[src/rtl/i2c_preg_pkg.sv]
package i2c_preg_pkg;

    typedef enum logic [2:0] {
        ST_IDLE,
        ST_ADDR,
        ST_ADDR_ACK,
        ST_WR_BYTE,
        ST_WR_ACK,
        ST_RD_BYTE,
        ST_RD_ACK
    } i2c_state_e;

    // Power-on value of register r on page p (offsets 0 and 1 are special)
    function automatic logic [7:0] reg_default(input int p, input int r);
        return {4'(p), 4'(r)};
    endfunction

endpackage

[src/rtl/i2c_preg_sync.sv]
module i2c_preg_sync (
    input  logic clk,
    input  logic rst_n,
    input  logic scl_in,
    input  logic sda_in,
    output logic scl_lvl,
    output logic sda_lvl,
    output logic scl_rise,
    output logic scl_fall,
    output logic start_det,
    output logic stop_det
);
    logic [2:0] scl_pipe;
    logic [2:0] sda_pipe;

    always_ff @(posedge clk or negedge rst_n) begin
        if (!rst_n) begin
            scl_pipe <= 3'b111;
            sda_pipe <= 3'b111;
        end else begin
            scl_pipe <= {scl_pipe[1:0], scl_in};
            sda_pipe <= {sda_pipe[1:0], sda_in};
        end
    end

    // bit 1 = current synchronised level, bit 2 = previous level
    assign scl_lvl   = scl_pipe[1];
    assign sda_lvl   = sda_pipe[1];
    assign scl_rise  = scl_pipe[1] & ~scl_pipe[2];
    assign scl_fall  = ~scl_pipe[1] & scl_pipe[2];
    assign start_det = scl_pipe[1] & scl_pipe[2] & sda_pipe[2] & ~sda_pipe[1];
    assign stop_det  = scl_pipe[1] & scl_pipe[2] & ~sda_pipe[2] & sda_pipe[1];
endmodule

[src/rtl/i2c_preg_file.sv]
module i2c_preg_file #(
    parameter int PAGES = 2,
    parameter int REGS  = 8
) (
    input  logic                    clk,
    input  logic                    rst_n,
    input  logic                    we,
    input  logic [$clog2(REGS)-1:0] waddr,
    input  logic [7:0]              wdata,
    input  logic [$clog2(REGS)-1:0] raddr,
    output logic [7:0]              rdata
);
    import i2c_preg_pkg::*;

    localparam int AW = $clog2(REGS);
    localparam int PW = $clog2(PAGES);

    logic [PW-1:0] page_q;
    logic [7:0]    mem [PAGES][REGS];
    logic          soft_rst;

    assign soft_rst = we && (waddr == AW'(1)) && wdata[7];

    always_ff @(posedge clk or negedge rst_n) begin
        if (!rst_n) begin
            page_q <= '0;
        end else if (soft_rst) begin
            page_q <= '0;
        end else if (we && waddr == '0) begin
            page_q <= wdata[PW-1:0];
        end
    end

    always_ff @(posedge clk or negedge rst_n) begin
        if (!rst_n) begin
            for (int p = 0; p < PAGES; p++)
                for (int r = 0; r < REGS; r++)
                    mem[p][r] <= reg_default(p, r);
        end else if (soft_rst) begin
            for (int p = 0; p < PAGES; p++)
                for (int r = 0; r < REGS; r++)
                    mem[p][r] <= reg_default(p, r);
        end else if (we && waddr > AW'(1)) begin
            mem[page_q][waddr] <= wdata;
        end
    end

    always_comb begin
        if (raddr == '0)
            rdata = 8'(page_q);
        else if (raddr == AW'(1))
            rdata = 8'h00;
        else
            rdata = mem[page_q][raddr];
    end

    p_soft_reset_page_r7: assert property (@(posedge clk) disable iff (!rst_n)
        soft_rst |=> (page_q == '0));

    p_page_hold_r6: assert property (@(posedge clk) disable iff (!rst_n)
        !we |=> $stable(page_q));
endmodule

[src/rtl/i2c_paged_regs.sv]
module i2c_paged_regs #(
    parameter int         PAGES   = 2,
    parameter int         REGS    = 8,
    parameter logic [6:0] ADDR_LO = 7'h18,
    parameter logic [6:0] ADDR_HI = 7'h1A
) (
    input  logic clk,
    input  logic rst_n,
    input  logic addr_sel,
    input  logic scl_in,
    input  logic sda_in,
    output logic sda_oe
);
    import i2c_preg_pkg::*;

    localparam int          AW   = $clog2(REGS);
    localparam logic [AW-1:0] LAST = AW'(REGS - 1);

    logic scl_lvl, sda_lvl, scl_rise, scl_fall, start_det, stop_det;

    i2c_preg_sync u_sync (
        .clk      (clk),
        .rst_n    (rst_n),
        .scl_in   (scl_in),
        .sda_in   (sda_in),
        .scl_lvl  (scl_lvl),
        .sda_lvl  (sda_lvl),
        .scl_rise (scl_rise),
        .scl_fall (scl_fall),
        .start_det(start_det),
        .stop_det (stop_det)
    );

    i2c_state_e    state_q, state_d;
    logic [3:0]    bit_cnt;
    logic [7:0]    shift_q;
    logic          rw_q, first_q, mack_q;
    logic [AW-1:0] ptr_q, ptr_inc;
    logic [7:0]    rdata;
    logic          addr_hit, byte_done, reg_we;

    assign addr_hit  = (shift_q[7:1] == (addr_sel ? ADDR_HI : ADDR_LO));
    assign byte_done = scl_fall && (bit_cnt == 4'd8);
    assign ptr_inc   = (ptr_q == LAST) ? LAST : ptr_q + 1'b1;
    assign reg_we    = (state_q == ST_WR_BYTE) && byte_done && !first_q;

    i2c_preg_file #(.PAGES(PAGES), .REGS(REGS)) u_file (
        .clk  (clk),
        .rst_n(rst_n),
        .we   (reg_we),
        .waddr(ptr_q),
        .wdata(shift_q),
        .raddr(ptr_q),
        .rdata(rdata)
    );

    // next-state logic
    always_comb begin
        state_d = state_q;
        if (stop_det) begin
            state_d = ST_IDLE;
        end else if (start_det) begin
            state_d = ST_ADDR;
        end else begin
            unique case (state_q)
                ST_IDLE:     state_d = ST_IDLE;
                ST_ADDR:     if (byte_done) state_d = addr_hit ? ST_ADDR_ACK : ST_IDLE;
                ST_ADDR_ACK: if (scl_fall) state_d = rw_q ? ST_RD_BYTE : ST_WR_BYTE;
                ST_WR_BYTE:  if (byte_done) state_d = ST_WR_ACK;
                ST_WR_ACK:   if (scl_fall) state_d = ST_WR_BYTE;
                ST_RD_BYTE:  if (scl_fall && bit_cnt == 4'd7) state_d = ST_RD_ACK;
                ST_RD_ACK:   if (scl_fall) state_d = mack_q ? ST_RD_BYTE : ST_IDLE;
                default:     state_d = ST_IDLE;
            endcase
        end
    end

    // state register
    always_ff @(posedge clk or negedge rst_n) begin
        if (!rst_n) state_q <= ST_IDLE;
        else        state_q <= state_d;
    end

    // datapath: shifter, bit counter, pointer
    always_ff @(posedge clk or negedge rst_n) begin
        if (!rst_n) begin
            bit_cnt <= '0;
            shift_q <= '0;
            rw_q    <= 1'b0;
            first_q <= 1'b0;
            mack_q  <= 1'b0;
            ptr_q   <= '0;
        end else if (start_det || stop_det) begin
            bit_cnt <= '0;
        end else begin
            unique case (state_q)
                ST_ADDR, ST_WR_BYTE: begin
                    if (scl_rise && bit_cnt < 4'd8) begin
                        shift_q <= {shift_q[6:0], sda_lvl};
                        bit_cnt <= bit_cnt + 4'd1;
                    end else if (byte_done) begin
                        bit_cnt <= '0;
                        if (state_q == ST_ADDR) begin
                            rw_q    <= shift_q[0];
                            first_q <= 1'b1;
                        end else if (first_q) begin
                            ptr_q   <= (shift_q > 8'(LAST)) ? LAST : shift_q[AW-1:0];
                            first_q <= 1'b0;
                        end else begin
                            ptr_q <= ptr_inc;
                        end
                    end
                end
                ST_ADDR_ACK: begin
                    if (scl_fall) begin
                        bit_cnt <= '0;
                        if (rw_q) shift_q <= rdata;
                    end
                end
                ST_WR_ACK: begin
                    if (scl_fall) bit_cnt <= '0;
                end
                ST_RD_BYTE: begin
                    if (scl_fall) begin
                        if (bit_cnt == 4'd7) begin
                            bit_cnt <= '0;
                        end else begin
                            bit_cnt <= bit_cnt + 4'd1;
                            shift_q <= {shift_q[6:0], 1'b0};
                        end
                    end
                end
                ST_RD_ACK: begin
                    if (scl_rise) begin
                        mack_q <= !sda_lvl;
                        if (!sda_lvl) ptr_q <= ptr_inc;
                    end else if (scl_fall) begin
                        shift_q <= rdata;
                    end
                end
                default: ;
            endcase
        end
    end

    // output register: SDA drive
    always_ff @(posedge clk or negedge rst_n) begin
        if (!rst_n) begin
            sda_oe <= 1'b0;
        end else if (start_det || stop_det) begin
            sda_oe <= 1'b0;
        end else if (scl_fall) begin
            unique case (state_q)
                ST_ADDR:     sda_oe <= (bit_cnt == 4'd8) && addr_hit;
                ST_ADDR_ACK: sda_oe <= rw_q && !rdata[7];
                ST_WR_BYTE:  sda_oe <= (bit_cnt == 4'd8);
                ST_WR_ACK:   sda_oe <= 1'b0;
                ST_RD_BYTE:  sda_oe <= (bit_cnt != 4'd7) && !shift_q[6];
                ST_RD_ACK:   sda_oe <= mack_q && !rdata[7];
                default:     sda_oe <= 1'b0;
            endcase
        end
    end

    p_idle_released_r9: assert property (@(posedge clk) disable iff (!rst_n)
        (state_q == ST_IDLE) |-> !sda_oe);

    p_stop_to_idle_r9: assert property (@(posedge clk) disable iff (!rst_n)
        stop_det |=> (state_q == ST_IDLE));

    p_ptr_saturate_r5: assert property (@(posedge clk) disable iff (!rst_n)
        (state_q != ST_WR_BYTE && ptr_q == LAST) |=> (ptr_q == LAST));

    p_sda_hold_r4: assert property (@(posedge clk) disable iff (!rst_n)
        (scl_lvl && !start_det && !stop_det) |=> $stable(sda_oe));

    p_nack_release_r4: assert property (@(posedge clk) disable iff (!rst_n)
        (state_q == ST_RD_ACK && scl_fall && !mack_q && !start_det && !stop_det)
        |=> (!sda_oe && state_q == ST_IDLE));
endmodule

[config.mk]
export PLATFORM = sky130hd
export DESIGN_NAME = i2c_paged_regs
export DESIGN_NICKNAME = d
export VERILOG_FILES = /design/src/rtl/i2c_preg_pkg.sv /design/src/rtl/i2c_preg_sync.sv /design/src/rtl/i2c_preg_file.sv /design/src/rtl/i2c_paged_regs.sv
export SDC_FILE = /design/constraint.sdc
export NUM_CORES = 1
export LEC_CHECK = 0
export ABC_AREA = 1
export BUFFER_PORTS_ARGS = -buffer_cell sky130_fd_sc_hd__clkbuf_2
export CORE_ASPECT_RATIO = 0.8
export CORE_MARGIN = 8
export CORE_UTILIZATION = 25
export CTS_BUF_LIST = sky130_fd_sc_hd__clkbuf_8
export CTS_CLUSTER_DIAMETER = 40
export DETAILED_ROUTE_END_ITERATION = 6
export HOLD_SLACK_MARGIN = 0.12
export MAX_ROUTING_LAYER = met4
export PLACE_DENSITY = 0.5
export SLEW_MARGIN = 20
export SYNTH_ARGS = -nofsm -noshare
export SYNTH_HDL_FRONTEND = slang
export SYNTH_SLANG_ARGS = --single-unit
[constraint.sdc]
create_clock -name clk -period 1.85 [get_ports clk]
set_clock_uncertainty 0.1 [all_clocks]
set_input_delay 0.555 -clock clk [delete_from_list [all_inputs] [get_ports clk]]
set_output_delay 0.555 -clock clk [all_outputs]
set_load 0.01 [all_outputs]
==> flow_summary.yaml, run 1 <==
run:
  maxCapViolCount: 0
setup_path:
  arrival_ps: 2320
  path_cells: "inv_2 -> ha_4 -> nand2_2 -> nor2_4 -> nand2_2 -> inv_2 -> nand2_4 -> nor2_4 -> buf_6 -> buf_12 -> nand3_4 -> clkbuf_16 -> nand3_1 -> o21ai_1"
  startpoint_type: "flop"
  path_max_fanout: 6
  rr_startpoint: "bit_cnt[0]"
  path_delay_family: "simple AND/OR/NAND/NOR gates"
  crit_slowest_cell: "dfrtp_1"
  crit_required_ps: 2100
  max_stage_delay_ps: 400
  r2r-end: "u_file.mem[107]"
  r2r_cells: 14
  r2r_setup_slack_ps: -220
  criticalPathCategory: "reg2reg"
  endpoint_kind: "flop"
  path_buf_inv: 5
synthesis:
  ys_seq_area_frac: 0.509
  synth_area_per_cell_um2: 8.11
  synth_top_cell_area_share: 0.381
  synthesis.area_um2: 7810
  synth-async-reset-ratio: 1.00
  synth_cell_types: 40
  synthCells: 962
  synth_top_cell_by_area: "dfrtp_1"
  synth_seq_cells: 157
  synth_warnings: 0
  ys.flop_type: "dfrtp_1"
  synth-edff-count: 0
  synth_top_cells_by_area: "dfrtp_1 (38%), dfstp_2 (13%), nand2_1 (9.0%)"
  synth_fp_nets: 972
grt:
  grt_pass1_wl_mm: 40.8
  grtUsageTotal: 0.145
  first_global_vias: 7108
  grt_max_degree: 57
  antenna_found_initial: 0
  grt_overflow_total: 0
timing:
  fmax_ghz: 0.483
  fin_crit_ps: 2070
  min_period_over_period: 1.12
  grt_setup_unrepaired: "true"
  hold_viol: 0
  setup_tns_ps: -18130
  slew_headroom: 0.723
  drv_slew: 0
  setup_viol: 137
  tightest_slew_ps: 412
  setup_slack_ps: -223
power_and_ir_drop:
  ir_drop_mv: 0.453
  power_density_nw_per_um2: 861
  p_leak_nw: 5.22
routing:
  antenna_left: 0
  viasPerCell: 4.74
  drt-total-wl_mm: 26.7
  drt_iter0_markers: 675
  dr.pass1.iters: 7
  vias: 7411
  drc: 0
  wl_per_cell_um: 17.1
placement:
  place_worst_setup_slack_ps: -196
  io_buffer_count: 5
  place_congestion: 0.869
  place_hpwl_mm: 17.2
floorplan:
  start_util: 0.251
  core_region_area_um2: 31100
  ioPinCount: 6
  rows: 58
  die_h_um: 174
  fp.dieW_um: 214
  die_area_um2: 37200
min_path:
  hold_path.class: "reg2reg"
  hp-start: "u_sync.scl_pipe[0]"
  min_to: "u_sync.scl_pipe[1]"
  holdPathStages: 0
finish:
  postLayoutCoreUtil: 0.371
  layout.nets: 1139
  area_growth_pct: 47.8
  layout-drive-gt1-share: 0.404
  diodes: 0
run_status:
  outcome: "complete, but fails checks"
  violations: "negative setup slack"
clocking:
  cts_sinks: 157
  cts_tree: "built"
  clock_path_buffers: 2
  numCtsBuffers: 17
  cts_root_buffer: "clkbuf_8"
  clk-insertion-delay-late_ps: 490
  ctsHtreeMaxLevel: 4
  clk_pin_slew_ps: 100
## power by group
part           internal [W]  switching, W  total (W)  leakage [nW]
Sequential          0.00361      0.000236    0.00385          2.02
Clock               0.00133       0.00140    0.00274         0.207
Combinational       0.00120       0.00215    0.00335          2.99
Total               0.00615       0.00379    0.00994          5.22
## per-stage QoR
stage	instance area (um^2)	hold slack, ps	instances	power [W]
floorplan	7840	159	962	0.00503
global placement	9330	247	1474	0.00649
detailed placement	9330	248	1474	0.00648
CTS	10500	263	1538	0.00954
global route	11500	266	1562	0.0104
finish	11500	260	1562	0.00994
## cells by family (layout without fill, tap and decap cells)
kind of cell	count (synthesis)	after routing	share of synthesized area
AND/OR/NAND/NOR	398	402	0.226
AO/OA/AOI/OAI	252	252	0.176
XOR/XNOR	1	1	0.00112
flip-flops	157	157	0.509
buffers and inverters	149	325	0.0790
adder cells (fa/ha/maj)	5	5	0.00801
## final cells by class
| cell class | instances | area [um^2] |
|---|---|---|
| timing repair buffer | 185 | 1950 |
| fill | 3189 | 19500 |
| clock buffer | 17 | 234 |
| multi-input combinational | 660 | 4250 |
| tap | 420 | 526 |
| sequential | 157 | 3980 |
| clock inverter | 15 | 173 |
| inverter | 108 | 432 |
## state kept, by name (all words and copies together) (netlist names)
name             count
bit_cnt              4
first_q              1
mack_q               1
ptr_q                3
rw_q                 1
sda_oe               1
shift_q              8
state_q              3
u_file.mem         128
u_file.page_q        1
u_sync.scl_pipe      3
u_sync.sda_pipe      3
## worst max path at each step
stage,startpoint,endpoint,cells after the start
global route,bit_cnt[0],u_file.mem[30],14
CTS,bit_cnt[0],u_file.mem[30],14
finish,bit_cnt[0],u_file.mem[107],14
detailed placement,bit_cnt[0],u_file.mem[112],13
floorplan,bit_cnt[0],u_file.mem[91],13
global placement,bit_cnt[0],u_file.mem[48],13
## cells in the final DEF (no fill, tap or decap), types with 6 or more instances in the layout
master / instances
o21ai_1: 54
nor2_1: 71
nor2_4: 10
nand3_1: 54
dfstp_2: 38
buf_12: 20
dfrtp_1: 116
nand2_2: 26
nand2_1: 150
o22ai_1: 22
inv_2: 9
nor2_2: 16
nand2_4: 16
buf_4: 116
nand2_8: 14
o21ai_2: 18
a21oi_1: 36
clkbuf_16: 6
o22ai_2: 21
inv_1: 93
o21ai_0: 52
a21oi_2: 29
o211ai_1: 8
nand3_2: 19
nand3_4: 11
buf_6: 27
clkbuf_8: 17
buf_8: 6
## worst reg2reg max path: cells and delay by family, from the launching register on
family / cells / cell delay [ps]
buf+inv: 5 / 620
flops: 1 / 400
fa+ha+maj: 1 / 130
compound gates: 1 / 60
simple gates: 7 / 630
## cell usage after synthesis (all sizes together), types with 2 or more instances
cell type / number
or2: 3
clkbuf: 19
o31ai: 3
ha: 5
o21ai: 126
dfrtp: 119
dfstp: 38
nand3: 83
inv: 107
nand2: 203
a21oi: 66
buf: 22
nor2: 97
nand4: 4
o22ai: 43
nor3: 4
o211ai: 8
o221ai: 2
o21bai: 2
## routing by layer
layer,global-route usage,share of wire,routed length (um)
met5,-,0,0
met4,0.0434,0.021,554
met3,0.0259,0.049,1320
met2,0.199,0.43,11400
met1,0.213,0.50,13400
## timing repair
item | CTS | global route
gates cloned | 7 | 7
hold buffers | 3 | 0
setup endpoints to repair | 143 | 148
pin swaps | 13 | 48
setup buffers | 24 | 23
endpoints found under the hold margin | 121 | 0
gates resized for setup | 120 | 221
Note: power is estimated with default switching activity, not from simulation.
==> inputs of run 2 (changes only) <==
Settings changed: PLACE_DENSITY 0.5 to 0.48, TNS_END_PERCENT from default to 50.
Clock period 1.85 ns to 2.2 ns, I/O delays scaled along.
==> flow_summary.yaml, run 2 (same netlist as run 1, synthesis figures left out) <==
run_status:
  outcome: "complete, but fails checks"
  violations: "design-rule violations"
routing:
  drt-total-wl_mm: 24.1
  dr.pass1.iters: 7
  vias: 6762
  highest_layer: "met4"
  met2_length_mm: 10.1
  met1Wirelength_mm: 12.5
  viasPerCell: 4.70
  drc: 2
  antenna_left: 0
  wl_per_cell_um: 16.7
  dr_wl_met3_mm: 1.21
  drt_iter0_markers: 731
setup_path:
  crit_required_ps: 2490
  crit_slowest_cell: "dfrtp_1"
  path_buf_inv: 3
  endpoint_kind: "flop"
  max_stage_delay_ps: 400
  r2r-end: "u_file.mem[32]"
  path_cells: "inv_2 -> ha_4 -> nand2_2 -> nor2_4 -> nand2_2 -> inv_2 -> nand2_4 -> nor2_4 -> clkbuf_16 -> nand3_4 -> nand2_8 -> nor2_1 -> a21oi_1"
  worstSetupPathDepth: 13
  r2r_cells: 13
  r2r_setup_slack_ps: 90
  path_max_fanout: 10
  critPathCapture: "u_file.mem[32]"
  startpoint_type: "flop"
  rr_startpoint: "bit_cnt[0]"
  crit_start: "bit_cnt[0]"
  criticalPathCategory: "reg2reg"
  arrival_ps: 2400
  path_delay_family: "simple AND/OR/NAND/NOR gates"
timing:
  tightest_slew_ps: 474
  fin_crit_ps: 2110
  fmax_ghz: 0.475
  drv_slew: 0
  grt_setup_unrepaired: "true"
  min_period_over_period: 0.957
  slew_headroom: 0.681
  hold_viol: 0
  setup_tns_ps: 0
  setup_viol: 0
power_and_ir_drop:
  power_density_nw_per_um2: 807
  clkPwrFrac: 0.307
  ir_drop_mv: 0.485
  p_seq_frac: 0.427
  swShare: 0.369
  intPower_w: 0.00477
  power_frac_comb: 0.266
  p_leak_nw: 4.29
  finalPower_w: 0.00757
  power_switching_w: 0.00279
placement:
  dp.cells: 1395
  dpl-instance-area_um2: 8650
  place_congestion: 0.875
  io_buffer_count: 5
  place_hpwl_mm: 16.4
clocking:
  cts_sinks: 157
  cts_root_buffer: "clkbuf_8"
  numCtsBuffers: 17
  clk-insertion-delay-late_ps: 460
  clk_pin_slew_ps: 90
  clock_path_buffers: 2
  cts_tree: "built"
  ctsHtreeMaxLevel: 4
floorplan:
  core_region_area_um2: 31100
  fp.dieW_um: 214
  start_util: 0.251
  ioPinCount: 6
  die_area_um2: 37200
  die_h_um: 174
  rows: 58
finish:
  largest_reg_flops: 128
  area_growth_pct: 20.0
  stdcell_area_um2: 9370
  final_cell_count_no_fill: 1438
  mostFrequentLayoutCell: "nand2_1"
  num-fill-cells: 3368
  layout.nets: 1014
  layout_common_cells: "nand2_1 (180), dfrtp_1 (118), o21ai_0 (104)"
  regArea_um2: 3980
  top_register: "u_file.mem"
  largestRegisters: "u_file.mem x128, shift_q x8, bit_cnt x4"
  multi_input_area_um2: 3400
  layout-drive-gt1-share: 0.194
grt:
  antenna_found_initial: 1
  grt_pass1_wl_mm: 38.3
  first_global_vias: 6508
  grtUsageTotal: 0.136
  grt_max_degree: 55
  grt_overflow_total: 0
run:
  maxCapViolCount: 0
min_path:
  holdPathStages: 1
  hold_path.class: "in2reg"
[run 2: changes by cell type in the layout (fill, tap and decap cells not counted), moves of 19 or more]
| cell | delta |
|---|---|
| a21oi_1 | +27 |
| o22ai_2 | -21 |
| o21ai_1 | -34 |
| buf_6 | -22 |
| o22ai_1 | +21 |
| o21ai_0 | +52 |
| a21oi_2 | -26 |
| nand2_1 | +30 |
| nor2_1 | +19 |
| buf_4 | -77 |
[run 2: through the flow]
step / worst slack (ps) / utilization / hold WS, ps
finish: 94.1 / 0.302 / 191
global placement: 54.0 / 0.278 / 247
CTS: 13.5 / 0.292 / 154
floorplan: 294 / - / 245
detailed placement: 35.6 / 0.278 / 247
global route: -28.2 / 0.302 / 156
[run 2: power by group through the flow]
stage	logic (W)	registers, W	clock network [W]
2_1_floorplan	0.00101	0.00321	0
3_3_place_gp	0.00195	0.00327	0
3_5_place_dp	0.00194	0.00327	0
4_1_cts	0.00195	0.00322	0.00240
5_1_grt	0.00222	0.00325	0.00249
6_report	0.00202	0.00323	0.00232
[run 2: final cells by class]
| type | count | area share |
|---|---|---|
| clock buffer | 21 | 0.0308 |
| sequential | 157 | 0.424 |
| multi-input combinational | 658 | 0.363 |
| tap | 420 | 0.0561 |
| inverter | 108 | 0.0441 |
| timing repair buffer | 62 | 0.0672 |
| clock inverter | 11 | 0.0138 |
| antenna | 1 | 0.000267 |
[run 2: how the worst min path moves through the flow]
stage | endpoint | start
finish | u_sync.scl_pipe[0] | scl_in
global route | u_sync.scl_pipe[0] | scl_in
CTS | u_sync.scl_pipe[0] | scl_in
detailed placement | u_sync.sda_pipe[1] | u_sync.sda_pipe[0]
global placement | u_sync.scl_pipe[1] | u_sync.scl_pipe[0]
floorplan | u_sync.scl_pipe[1] | u_sync.scl_pipe[0]
[run 2: layer usage]
metal,GRT usage,up-vias
met3,0.0270,20
met2,0.183,168
met5,-,-
met1,0.202,3269
li1,-,3305
met4,0.0354,0
[run 2: what timing repair did]
item / CTS / global route
endpoints found under the setup margin: 0 / 111
hold endpoints to repair: 15 / 0
resized for setup: 0 / 54
hold buffers: 1 / 0
setup buffers: 0 / 5
==> inputs of run 3 (changes only) <==
Settings changed: BUFFER_PORTS_ARGS -buffer_cell sky130_fd_sc_hd__clkbuf_2 to -buffer_cell sky130_fd_sc_hd__buf_2.
==> flow_summary.yaml, run 3 (same netlist as run 1, synthesis figures left out) <==
routing:
  viasPerCell: 4.68
  dr.pass1.iters: 6
  drt_iter0_markers: 570
  wl_per_cell_um: 16.7
  vias: 6754
  antenna_left: 0
  drt-total-wl_mm: 24.1
  drc: 0
finish:
  top_register: "u_file.mem"
  layout.nets: 1020
  final_cell_count_no_fill: 1442
  area_growth_pct: 19.7
  postLayoutCoreUtil: 0.301
  diodes: 0
  multi_input_area_um2: 3370
  layout_common_cells: "nand2_1 (179), dfrtp_1 (118), o21ai_0 (107)"
  mostFrequentLayoutCell: "nand2_1"
  stdcell_area_um2: 9340
  layout-drive-gt1-share: 0.196
  largest_reg_flops: 128
  largestRegisters: "u_file.mem x128, shift_q x8, bit_cnt x4"
  regArea_um2: 3980
  num-fill-cells: 3330
setup_path:
  startpoint_type: "flop"
  path_max_fanout: 14
  r2r_cells: 9
  criticalPathCategory: "reg2reg"
  crit_required_ps: 2510
  endpoint_kind: "flop"
  arrival_ps: 2350
grt:
  grt_overflow_total: 0
  grt_pass1_wl_mm: 38.4
  grtUsageTotal: 0.136
  antenna_found_initial: 0
  grt_max_degree: 44
  first_global_vias: 6510
floorplan:
  rows: 58
  core_region_area_um2: 31100
  die_h_um: 174
  fp.dieW_um: 214
  start_util: 0.251
  ioPinCount: 6
  die_area_um2: 37200
min_path:
  hold_path.class: "in2reg"
  holdPathStages: 1
clocking:
  clk-insertion-delay-late_ps: 470
  cts_tree: "built"
  numCtsBuffers: 17
  clk_pin_slew_ps: 90
  cts_root_buffer: "clkbuf_8"
  cts_sinks: 157
  ctsHtreeMaxLevel: 4
  clock_path_buffers: 2
timing:
  tightest_slew_ps: 470
  slew_headroom: 0.683
  fin_crit_ps: 2050
  hold_viol: 0
  fmax_ghz: 0.488
  setup_viol: 0
  drv_slew: 0
  min_period_over_period: 0.931
placement:
  io_buffer_count: 5
  dp.cells: 1401
  place_congestion: 0.875
  place_hpwl_mm: 16.7
  dpl-instance-area_um2: 8700
power_and_ir_drop:
  ir_drop_mv: 0.378
  p_leak_nw: 4.32
  finalPower_w: 0.00754
  power_frac_comb: 0.267
  swShare: 0.373
  p_seq_frac: 0.428
  clkPwrFrac: 0.305
  power_density_nw_per_um2: 807
  intPower_w: 0.00473
  power_switching_w: 0.00281
run:
  maxCapViolCount: 0
run_status:
  outcome: "completed"
-- run 3: cell count changes in the layout (fill, tap and decap cells not counted), sizes merged --
cell	delta
buf	+11
clkbuf	-6
clkinvlp	+1
diode	-1
inv	-1
nand2	+1
nand3	-1
-- run 3: layout make-up --
| class | instances | share of cell area |
|---|---|---|
| Clock buffer | 20 | 0.0295 |
| Clock inverter | 11 | 0.0145 |
| Inverter | 108 | 0.0434 |
| Multi-Input combinational cell | 658 | 0.361 |
| Sequential cell | 157 | 0.426 |
| Tap cell | 420 | 0.0562 |
| Timing Repair Buffer | 68 | 0.0702 |
-- run 3: critical path: stages, from the launching register on --
cell	delay, ps
dfrtp_1	430
buf_4	230
buf_4	250
o21ai_0	110
o21ai_0	300
buf_4	180
nand2_1	70
nand3_1	110
nand2_1	80
a21oi_1	120
-- run 3: what timing repair did --
item / in CTS / in global routing
gates resized for setup: 1 / 38
endpoints found under the hold margin: 24 / 0
hold buffers: 1 / 0
setup buffers: 0 / 7
setup endpoints to repair: 3 / 124
cloned: 0 / 2
pin swaps: 0 / 6
-- run 3: power groups by stage --
stage | clock, W | sequential, W | combinational (W)
after global routing | 0.00248 | 0.00326 | 0.00219
final | 0.00230 | 0.00323 | 0.00201
after floorplan | 0 | 0.00321 | 0.00101
after CTS | 0.00236 | 0.00322 | 0.00197
after global placement | 0 | 0.00327 | 0.00197
after detailed placement | 0 | 0.00327 | 0.00196
-- run 3: metal layers --
layer | part of all wire | GRT usage | routed length (um)
met5 | 0 | - | 0
met4 | 0.0080 | 0.0319 | 193
met3 | 0.046 | 0.0214 | 1110
met2 | 0.42 | 0.188 | 10200
met1 | 0.52 | 0.203 | 12600
-- run 3: stage by stage --
step | TNS [ps] | setup slack (ps) | hold slack (ps)
2_1_floorplan | 0 | 294 | 245
3_3_place_gp | 0 | 38.1 | 248
3_5_place_dp | -7.83 | -7.83 | 249
4_1_cts | 0 | 6.04 | 132
5_1_grt | -2.69 | -1.46 | 125
6_report | 0 | 152 | 172
-- run 3: final timing paths --
| path | start | endpoint | slack, ps |
|---|---|---|---|
| max | ptr_q[0] | shift_q[6] | 150 |
| min | scl_in | u_sync.scl_pipe[0] | 170 |
| max reg2reg | ptr_q[0] | shift_q[6] | 150 |
| min reg2reg | u_sync.sda_pipe[0] | u_sync.sda_pipe[1] | 260 |
| max in group asynchronous | rst_n | u_file.mem[66] | 780 |
| min in group asynchronous | rst_n | state_q[2] | 560 |
